File: config.mk
export PLATFORM = sky130hd
export DESIGN_NAME = used_ring_completer
export DESIGN_NICKNAME = d
export VERILOG_FILES = /design/src/rtl/ucr_pkg.sv /design/src/rtl/ucr_slot_track.sv /design/src/rtl/ucr_addr_gen.sv /design/src/rtl/ucr_irq_gate.sv /design/src/rtl/used_ring_completer.sv
export SDC_FILE = /design/constraint.sdc
export NUM_CORES = 1
export LEC_CHECK = 0
export ABC_CLOCK_PERIOD_IN_PS = 5500
export CORE_ASPECT_RATIO = 0.7
export CORE_MARGIN = 2
export CORE_UTILIZATION = 40
export DETAILED_ROUTE_END_ITERATION = 6
export DONT_BUFFER_PORTS = 1
export MAX_ROUTING_LAYER = met4
export PLACE_DENSITY_LB_ADDON = 0.25
export SKIP_LAST_GASP = 1
export SLEW_MARGIN = 25
export SYNTH_ARGS = -nofsm -noshare
export SYNTH_HDL_FRONTEND = slang
export SYNTH_HIERARCHICAL = 1
export SYNTH_SLANG_ARGS = --single-unit
File: constraint.sdc
create_clock -name clk -period 5.5 [get_ports clk]
set_input_delay 1.1 -clock clk [delete_from_list [all_inputs] [get_ports clk]]
set_output_delay 1.1 -clock clk [all_outputs]
set_load 0.05 [all_outputs]
File: src/rtl/ucr_pkg.sv
package ucr_pkg;
   typedef enum logic [1:0] {
      OP_PUT     = 2'd0,
      OP_SYNC    = 2'd1,
      OP_NTF_ON  = 2'd2,
      OP_NTF_OFF = 2'd3
   } ucr_op_e;

   typedef enum logic [2:0] {
      ST_IDLE,
      ST_ELEM_ID,
      ST_ELEM_LEN,
      ST_IDX_WR,
      ST_AFLG_RD,
      ST_UFLG_RD,
      ST_UFLG_WR
   } ucr_st_e;

   localparam int unsigned HDR_BYTES  = 4;
   localparam int unsigned ELEM_SHIFT = 3;
   localparam int unsigned IDX_OFS    = 2;
   localparam int unsigned LEN_OFS    = 4;
endpackage

File: src/rtl/ucr_slot_track.sv
module ucr_slot_track #(
   parameter int unsigned RING_DEPTH = 8,
   localparam int unsigned SLOT_W = (RING_DEPTH > 1) ? $clog2(RING_DEPTH) : 1
) (
   input  logic              clk,
   input  logic              rst_n,
   input  logic              advance,
   output logic [15:0]       used_cnt,
   output logic [SLOT_W-1:0] slot
);
   localparam bit IS_POW2 = (RING_DEPTH & (RING_DEPTH - 1)) == 0;

   always_ff @(posedge clk) begin
      if (!rst_n)
         used_cnt <= '0;
      else if (advance)
         used_cnt <= used_cnt + 16'd1;
   end

   generate
      if (IS_POW2) begin : g_mask
         assign slot = used_cnt[SLOT_W-1:0];
      end else begin : g_wrap
         logic [SLOT_W-1:0] slot_q;
         always_ff @(posedge clk) begin
            if (!rst_n)
               slot_q <= '0;
            else if (advance)
               slot_q <= (slot_q == SLOT_W'(RING_DEPTH - 1)) ? '0 : slot_q + 1'b1;
         end
         assign slot = slot_q;
      end
   endgenerate
endmodule

File: src/rtl/ucr_addr_gen.sv
module ucr_addr_gen
   import ucr_pkg::*;
#(
   parameter int unsigned AW     = 32,
   parameter int unsigned SLOT_W = 3
) (
   input  ucr_st_e           st,
   input  logic [AW-1:0]     used_base,
   input  logic [AW-1:0]     avail_base,
   input  logic [SLOT_W-1:0] slot,
   output logic [AW-1:0]     addr
);
   logic [AW-1:0] elem_addr;

   assign elem_addr = used_base + AW'(HDR_BYTES) + (AW'(slot) << ELEM_SHIFT);

   always_comb begin
      unique case (st)
         ST_ELEM_ID:  addr = elem_addr;
         ST_ELEM_LEN: addr = elem_addr + AW'(LEN_OFS);
         ST_IDX_WR:   addr = used_base + AW'(IDX_OFS);
         ST_AFLG_RD:  addr = avail_base;
         default:     addr = used_base;
      endcase
   end
endmodule

File: src/rtl/ucr_irq_gate.sv
module ucr_irq_gate #(
   parameter int unsigned CNT_W = 16
) (
   input  logic             clk,
   input  logic             rst_n,
   input  logic             eval,
   input  logic             avail_noint,
   input  logic             feat_empty,
   input  logic             is_empty,
   output logic             irq,
   output logic [CNT_W-1:0] skipped
);
   logic raise;

   assign raise = !avail_noint || (feat_empty && is_empty);

   always_ff @(posedge clk) begin
      if (!rst_n) begin
         irq     <= 1'b0;
         skipped <= '0;
      end else begin
         irq <= eval && raise;
         if (eval && !raise)
            skipped <= skipped + 1'b1;
      end
   end
endmodule

File: src/rtl/used_ring_completer.sv
module used_ring_completer
   import ucr_pkg::*;
#(
   parameter int unsigned AW         = 32,
   parameter int unsigned ID_W       = 16,
   parameter int unsigned LEN_W      = 32,
   parameter int unsigned RING_DEPTH = 8,
   parameter int unsigned CNT_W      = 16
) (
   input  logic             clk,
   input  logic             rst_n,
   input  logic [AW-1:0]    used_base,
   input  logic [AW-1:0]    avail_base,
   input  logic             feat_notify_empty,
   input  logic             queue_empty,
   input  logic             cmd_valid,
   output logic             cmd_ready,
   input  logic [1:0]       cmd_op,
   input  logic [ID_W-1:0]  cmd_id,
   input  logic [LEN_W-1:0] cmd_len,
   output logic             cmd_done,
   output logic             mem_valid,
   input  logic             mem_ready,
   output logic             mem_write,
   output logic             mem_wide,
   output logic [AW-1:0]    mem_addr,
   output logic [31:0]      mem_wdata,
   input  logic [15:0]      mem_rdata,
   output logic             irq_pulse,
   output logic [CNT_W-1:0] skip_count,
   output logic [15:0]      next_used
);
   localparam int unsigned SLOT_W = (RING_DEPTH > 1) ? $clog2(RING_DEPTH) : 1;

   generate
      if (RING_DEPTH < 2 || RING_DEPTH > 32768) begin : g_bad_depth
         $error("RING_DEPTH must lie in 2..32768");
      end
      if (ID_W < 1 || ID_W > 32) begin : g_bad_id
         $error("ID_W must lie in 1..32");
      end
      if (LEN_W < 1 || LEN_W > 32) begin : g_bad_len
         $error("LEN_W must lie in 1..32");
      end
      if (AW < 8 || CNT_W < 1) begin : g_bad_misc
         $error("AW must be at least 8 and CNT_W at least 1");
      end
   endgenerate

   ucr_st_e           st;
   ucr_op_e           op_q;
   logic [ID_W-1:0]   id_q;
   logic [LEN_W-1:0]  len_q;
   logic [15:0]       flag_q;
   logic [SLOT_W-1:0] slot;
   logic              accept;
   logic              advance;
   logic              eval;
   logic              finish;

   assign cmd_ready = (st == ST_IDLE);
   assign accept    = cmd_valid && cmd_ready;
   assign mem_valid = (st != ST_IDLE);
   assign mem_write = (st == ST_ELEM_ID) || (st == ST_ELEM_LEN) ||
                      (st == ST_IDX_WR)  || (st == ST_UFLG_WR);
   assign mem_wide  = (st == ST_ELEM_ID) || (st == ST_ELEM_LEN);
   assign advance   = (st == ST_ELEM_LEN) && mem_ready;
   assign eval      = (st == ST_AFLG_RD) && mem_ready;
   assign finish    = mem_ready && ((st == ST_ELEM_LEN) || (st == ST_AFLG_RD) ||
                                    (st == ST_UFLG_WR));

   always_comb begin
      unique case (st)
         ST_ELEM_ID:  mem_wdata = 32'(id_q);
         ST_ELEM_LEN: mem_wdata = 32'(len_q);
         ST_IDX_WR:   mem_wdata = {16'h0, next_used};
         ST_UFLG_WR:  mem_wdata = {16'h0, flag_q};
         default:     mem_wdata = '0;
      endcase
   end

   always_ff @(posedge clk) begin
      if (!rst_n) begin
         st       <= ST_IDLE;
         op_q     <= OP_PUT;
         id_q     <= '0;
         len_q    <= '0;
         flag_q   <= '0;
         cmd_done <= 1'b0;
      end else begin
         cmd_done <= finish;
         unique case (st)
            ST_IDLE: if (accept) begin
               op_q  <= ucr_op_e'(cmd_op);
               id_q  <= cmd_id;
               len_q <= cmd_len;
               unique case (ucr_op_e'(cmd_op))
                  OP_PUT:  st <= ST_ELEM_ID;
                  OP_SYNC: st <= ST_IDX_WR;
                  default: st <= ST_UFLG_RD;
               endcase
            end
            ST_ELEM_ID:  if (mem_ready) st <= ST_ELEM_LEN;
            ST_ELEM_LEN: if (mem_ready) st <= ST_IDLE;
            ST_IDX_WR:   if (mem_ready) st <= ST_AFLG_RD;
            ST_AFLG_RD:  if (mem_ready) st <= ST_IDLE;
            ST_UFLG_RD:  if (mem_ready) begin
               flag_q <= (op_q == OP_NTF_ON) ? (mem_rdata & 16'hFFFE)
                                             : (mem_rdata | 16'h0001);
               st     <= ST_UFLG_WR;
            end
            ST_UFLG_WR:  if (mem_ready) st <= ST_IDLE;
            default:     st <= ST_IDLE;
         endcase
      end
   end

   ucr_slot_track #(.RING_DEPTH(RING_DEPTH)) u_slot (
      .clk      (clk),
      .rst_n    (rst_n),
      .advance  (advance),
      .used_cnt (next_used),
      .slot     (slot)
   );

   ucr_addr_gen #(.AW(AW), .SLOT_W(SLOT_W)) u_addr (
      .st         (st),
      .used_base  (used_base),
      .avail_base (avail_base),
      .slot       (slot),
      .addr       (mem_addr)
   );

   ucr_irq_gate #(.CNT_W(CNT_W)) u_gate (
      .clk         (clk),
      .rst_n       (rst_n),
      .eval        (eval),
      .avail_noint (mem_rdata[0]),
      .feat_empty  (feat_notify_empty),
      .is_empty    (queue_empty),
      .irq         (irq_pulse),
      .skipped     (skip_count)
   );
endmodule

==> impl_metrics.yaml <==
setup_path:
  cp_max_fo: 9
  setup.worst_path.class: "input pin to primary output"
  arrival_ps: 4310
  critical_path.endpoint_type: "primary output"
  required_ps: 4400
  start_kind: "input pin"
detailed_routing:
  ant_nets: 0
  post-route-drc-count: 0
  routedLengthMet1_um: 13910
  drt-initial-drc-count: 830
  detail_route.wl_per_cell_um: 20.86
  met3WireLength_um: 3993
  top_signal_layer_used: "met4"
  wirelength_um: 30980
  drt_pass1_iterations: 6
  detailroute.wirelength.met2_um: 12430
  vias: 9184
  via_per_inst: 6.185
sta:
  final.setup.tns_ps: 0
  finClkSkew_ps: 15.74
  tightestPinTransition_ps: 1113
  finalMaxSlewViolations: 0
  finalCriticalPeriod_ps: 5413
  clock.fmax_mhz: 184.7
  final.hold.worst_slack_ps: 448.9
  setup_viol: 0
  finalHoldViolCount: 0
  period_share: 0.9841
  normalized_max_slew_margin: 0.2686
placement:
  detailedPlacementHpwl_um: 22670
  routabilityCongestion: 1.008
  placement.io_buffers: 0
yosys:
  syn_area_per_cell_um2: 7.232
  synth.distinct_cells: 88
  syn_inst: 1200
  synth_edf_count: 0
  post_synth_instance_area_um2: 8678
  synth.ff_latch_count: 103
  yosysSeqAreaShare: 0.2376
  nets_in_the_synthesized_netlist: 1344
  share_of_synthesized_flip_flops_with_an_asynchronous_set_or_reset: 0
  yosys_warning_total: 6
  synth_top_flop_cell: "sky130_fd_sc_hd__dfxtp_1"
clock_network:
  cts-hold-fix-buffers: 0
  clkSlewWorstSetupHoldPaths_ps: 70
  clock_insertion_delay_worst_skew_ps: 350
  clock_sink_count: 103
  cts_post_setup_buffers_inserted: 0
  htreeDepth: 3
  tritoncts: "yes"
  cts_buffer_depth: 2
  tritoncts.num_buffers: 9
  clock-root-buffer: "sky130_fd_sc_hd__clkbuf_16"
  cts_repair_resize_count: 0
pwr:
  p_leak_uw: 0.003417
  power.share.clock: 0.239
  power_frac_comb: 0.472
  power.density_nw_per_um2: 294.1
  p_seq_frac: 0.289
  swShare: 0.4395
  power.net_switching_uw: 1266
  internal-power_uw: 1614
  irDropWorstVdd_mv: 0.1971
floorplanning:
  fp.dieW_um: 180.1
  chip_height_um: 127.2
  dieArea_um2: 22910
  design.core.area_um2: 21510
  placementRows: 45
  boundaryPins: 238
  start_util: 0.4035
grt:
  antenna_found_initial: 1
  vias_in_the_first_global_route: 8113
  overflow: 0
  track_usage: 0.2644
  grt_max_degree: 81
  wire_length_of_the_first_global_routing_pass_um: 47310
cells_and_area:
  post_route_cells_drive_above_1_share: 0.1481
  layout.nets: 1341
  flow.area_growth_from_synthesis_pct: 12.85
run_status:
  status: "finished clean"
job:
  maxCapViolations: 0
hold_path:
  timing.hold.worst.class: "flop to flop"
[through the flow]
step | instances | power (uW) | util | cell area, um^2 | worst slack, ps
after floorplan | 1200 | 1804 | - | 8728 | -328.8
after global placement | 1468 | 2182 | 0.4378 | 9417 | 79.49
after detailed placement | 1468 | 2190 | 0.4379 | 9419 | 18.57
after CTS | 1484 | 2880 | 0.4529 | 9742 | 7.637
after global routing | 1485 | 3012 | 0.4553 | 9793 | -49.75
final | 1485 | 2880 | 0.4553 | 9793 | 87.24
[final cells by class]
type | count | area (um^2)
Fill cell | 2217 | 11720
Timing Repair Buffer | 94 | 855.8
Clock buffer | 9 | 225.2
Multi-Input combinational cell | 967 | 6108
Tap cell | 282 | 352.8
Inverter | 22 | 82.58
Clock inverter | 7 | 97.59
Antenna cell | 1 | 2.502
Sequential cell | 103 | 2068
[critical path: stages]
cell	delay (ps)
sky130_fd_sc_hd__inv_1	50
sky130_fd_sc_hd__fa_1	510
sky130_fd_sc_hd__nor2b_1	200
sky130_fd_sc_hd__o22ai_1	110
sky130_fd_sc_hd__buf_4	170
sky130_fd_sc_hd__buf_4	170
sky130_fd_sc_hd__nor2_1	180
sky130_fd_sc_hd__xnor2_1	160
sky130_fd_sc_hd__nor3_4	360
sky130_fd_sc_hd__nand3_1	170
sky130_fd_sc_hd__or4_1	440
sky130_fd_sc_hd__a31oi_2	270
sky130_fd_sc_hd__buf_4	170
sky130_fd_sc_hd__o31ai_4	70
sky130_fd_sc_hd__buf_12	180
[routing by layer]
| metal | track usage | vias to the layer above |
|---|---|---|
| met2 | 0.3613 | 534 |
| met1 | 0.3765 | 4286 |
| li1 | - | 4316 |
| met3 | 0.08153 | 48 |
| met5 | - | - |
| met4 | 0.06167 | 0 |
[worst paths after layout]
kind | startpoint | to | slack [ps] | cells after the start
worst max-delay path | used_base[2] | mem_addr[22] | 90 | 15
worst max register to register | st[1] | u_slot/used_cnt[13] | 2300 | 8
worst min-delay path | len_q[28] | len_q[28] | 450 | 2
worst min register to register | len_q[28] | len_q[28] | 450 | 2
[logic make-up after synthesis]
group / synth area share
adders and majority gates: 0.01240
and+or+nand+nor: 0.3170
muxes: 0.02465
buffers and inverters: 0.07151
xor gates and xnor gates: 0.06863
DFF: 0.2376
AOI/OAI and AO/OA: 0.2682
[synth_stat cells (12+ instances only)]
cell type / count / area [um^2]
sky130_fd_sc_hd__nand2_1: 217 / 814.5
sky130_fd_sc_hd__dfxtp_1: 103 / 2062
sky130_fd_sc_hd__nor2_1: 78 / 292.8
sky130_fd_sc_hd__o21ai_0: 58 / 290.3
sky130_fd_sc_hd__a21oi_1: 56 / 280.3
sky130_fd_sc_hd__clkbuf_1: 56 / 210.2
sky130_fd_sc_hd__a21boi_1: 50 / 375.4
sky130_fd_sc_hd__xnor2_1: 46 / 402.9
sky130_fd_sc_hd__nand3_1: 40 / 200.2
sky130_fd_sc_hd__a22oi_1: 35 / 262.8
sky130_fd_sc_hd__o22ai_1: 34 / 212.7
sky130_fd_sc_hd__buf_2: 31 / 155.2
sky130_fd_sc_hd__nor3_1: 30 / 150.1
sky130_fd_sc_hd__and3_1: 29 / 181.4
sky130_fd_sc_hd__xor2_1: 22 / 192.7
sky130_fd_sc_hd__inv_1: 20 / 75.07
sky130_fd_sc_hd__mux2i_1: 18 / 180.2
sky130_fd_sc_hd__nand4_1: 18 / 112.6
sky130_fd_sc_hd__or3_1: 18 / 112.6
sky130_fd_sc_hd__a21boi_0: 15 / 112.6
sky130_fd_sc_hd__buf_4: 13 / 97.59
sky130_fd_sc_hd__a31oi_1: 12 / 75.07
sky130_fd_sc_hd__nand2b_1: 12 / 75.07
[cell usage in the layout (no fill, tap or decap), types with 12 or more instances in the layout]
cell / n
sky130_fd_sc_hd__a21boi_0: 15
sky130_fd_sc_hd__a21boi_1: 50
sky130_fd_sc_hd__a21oi_1: 55
sky130_fd_sc_hd__a22oi_1: 35
sky130_fd_sc_hd__and3_1: 29
sky130_fd_sc_hd__buf_12: 12
sky130_fd_sc_hd__buf_4: 82
sky130_fd_sc_hd__dfxtp_1: 100
sky130_fd_sc_hd__inv_1: 20
sky130_fd_sc_hd__mux2i_1: 18
sky130_fd_sc_hd__nand2_1: 217
sky130_fd_sc_hd__nand3_1: 40
sky130_fd_sc_hd__nand4_1: 18
sky130_fd_sc_hd__nor2_1: 77
sky130_fd_sc_hd__nor3_1: 29
sky130_fd_sc_hd__o21ai_0: 51
sky130_fd_sc_hd__o22ai_1: 30
sky130_fd_sc_hd__or3_1: 18
sky130_fd_sc_hd__xnor2_1: 46
sky130_fd_sc_hd__xor2_1: 22
[flip-flops by register name (all words and copies together) (netlist names)]
register / cells
cmd_done: 1
flag_q: 16
id_q: 16
u_gate/skipped: 16
op_q: 2
u_gate/irq: 1
len_q: 32
u_slot/used_cnt: 16
st: 3
[power groups by stage]
stage / registers, uW / clock network [uW] / logic [uW]
finish: 833 / 688 / 1360
global route: 839 / 740 / 1430
CTS: 832 / 704 / 1340
detailed placement: 849 / 0 / 1340
global placement: 848 / 0 / 1330
floorplan: 830 / 0 / 974
Note: power is estimated with default switching activity, not from simulation.
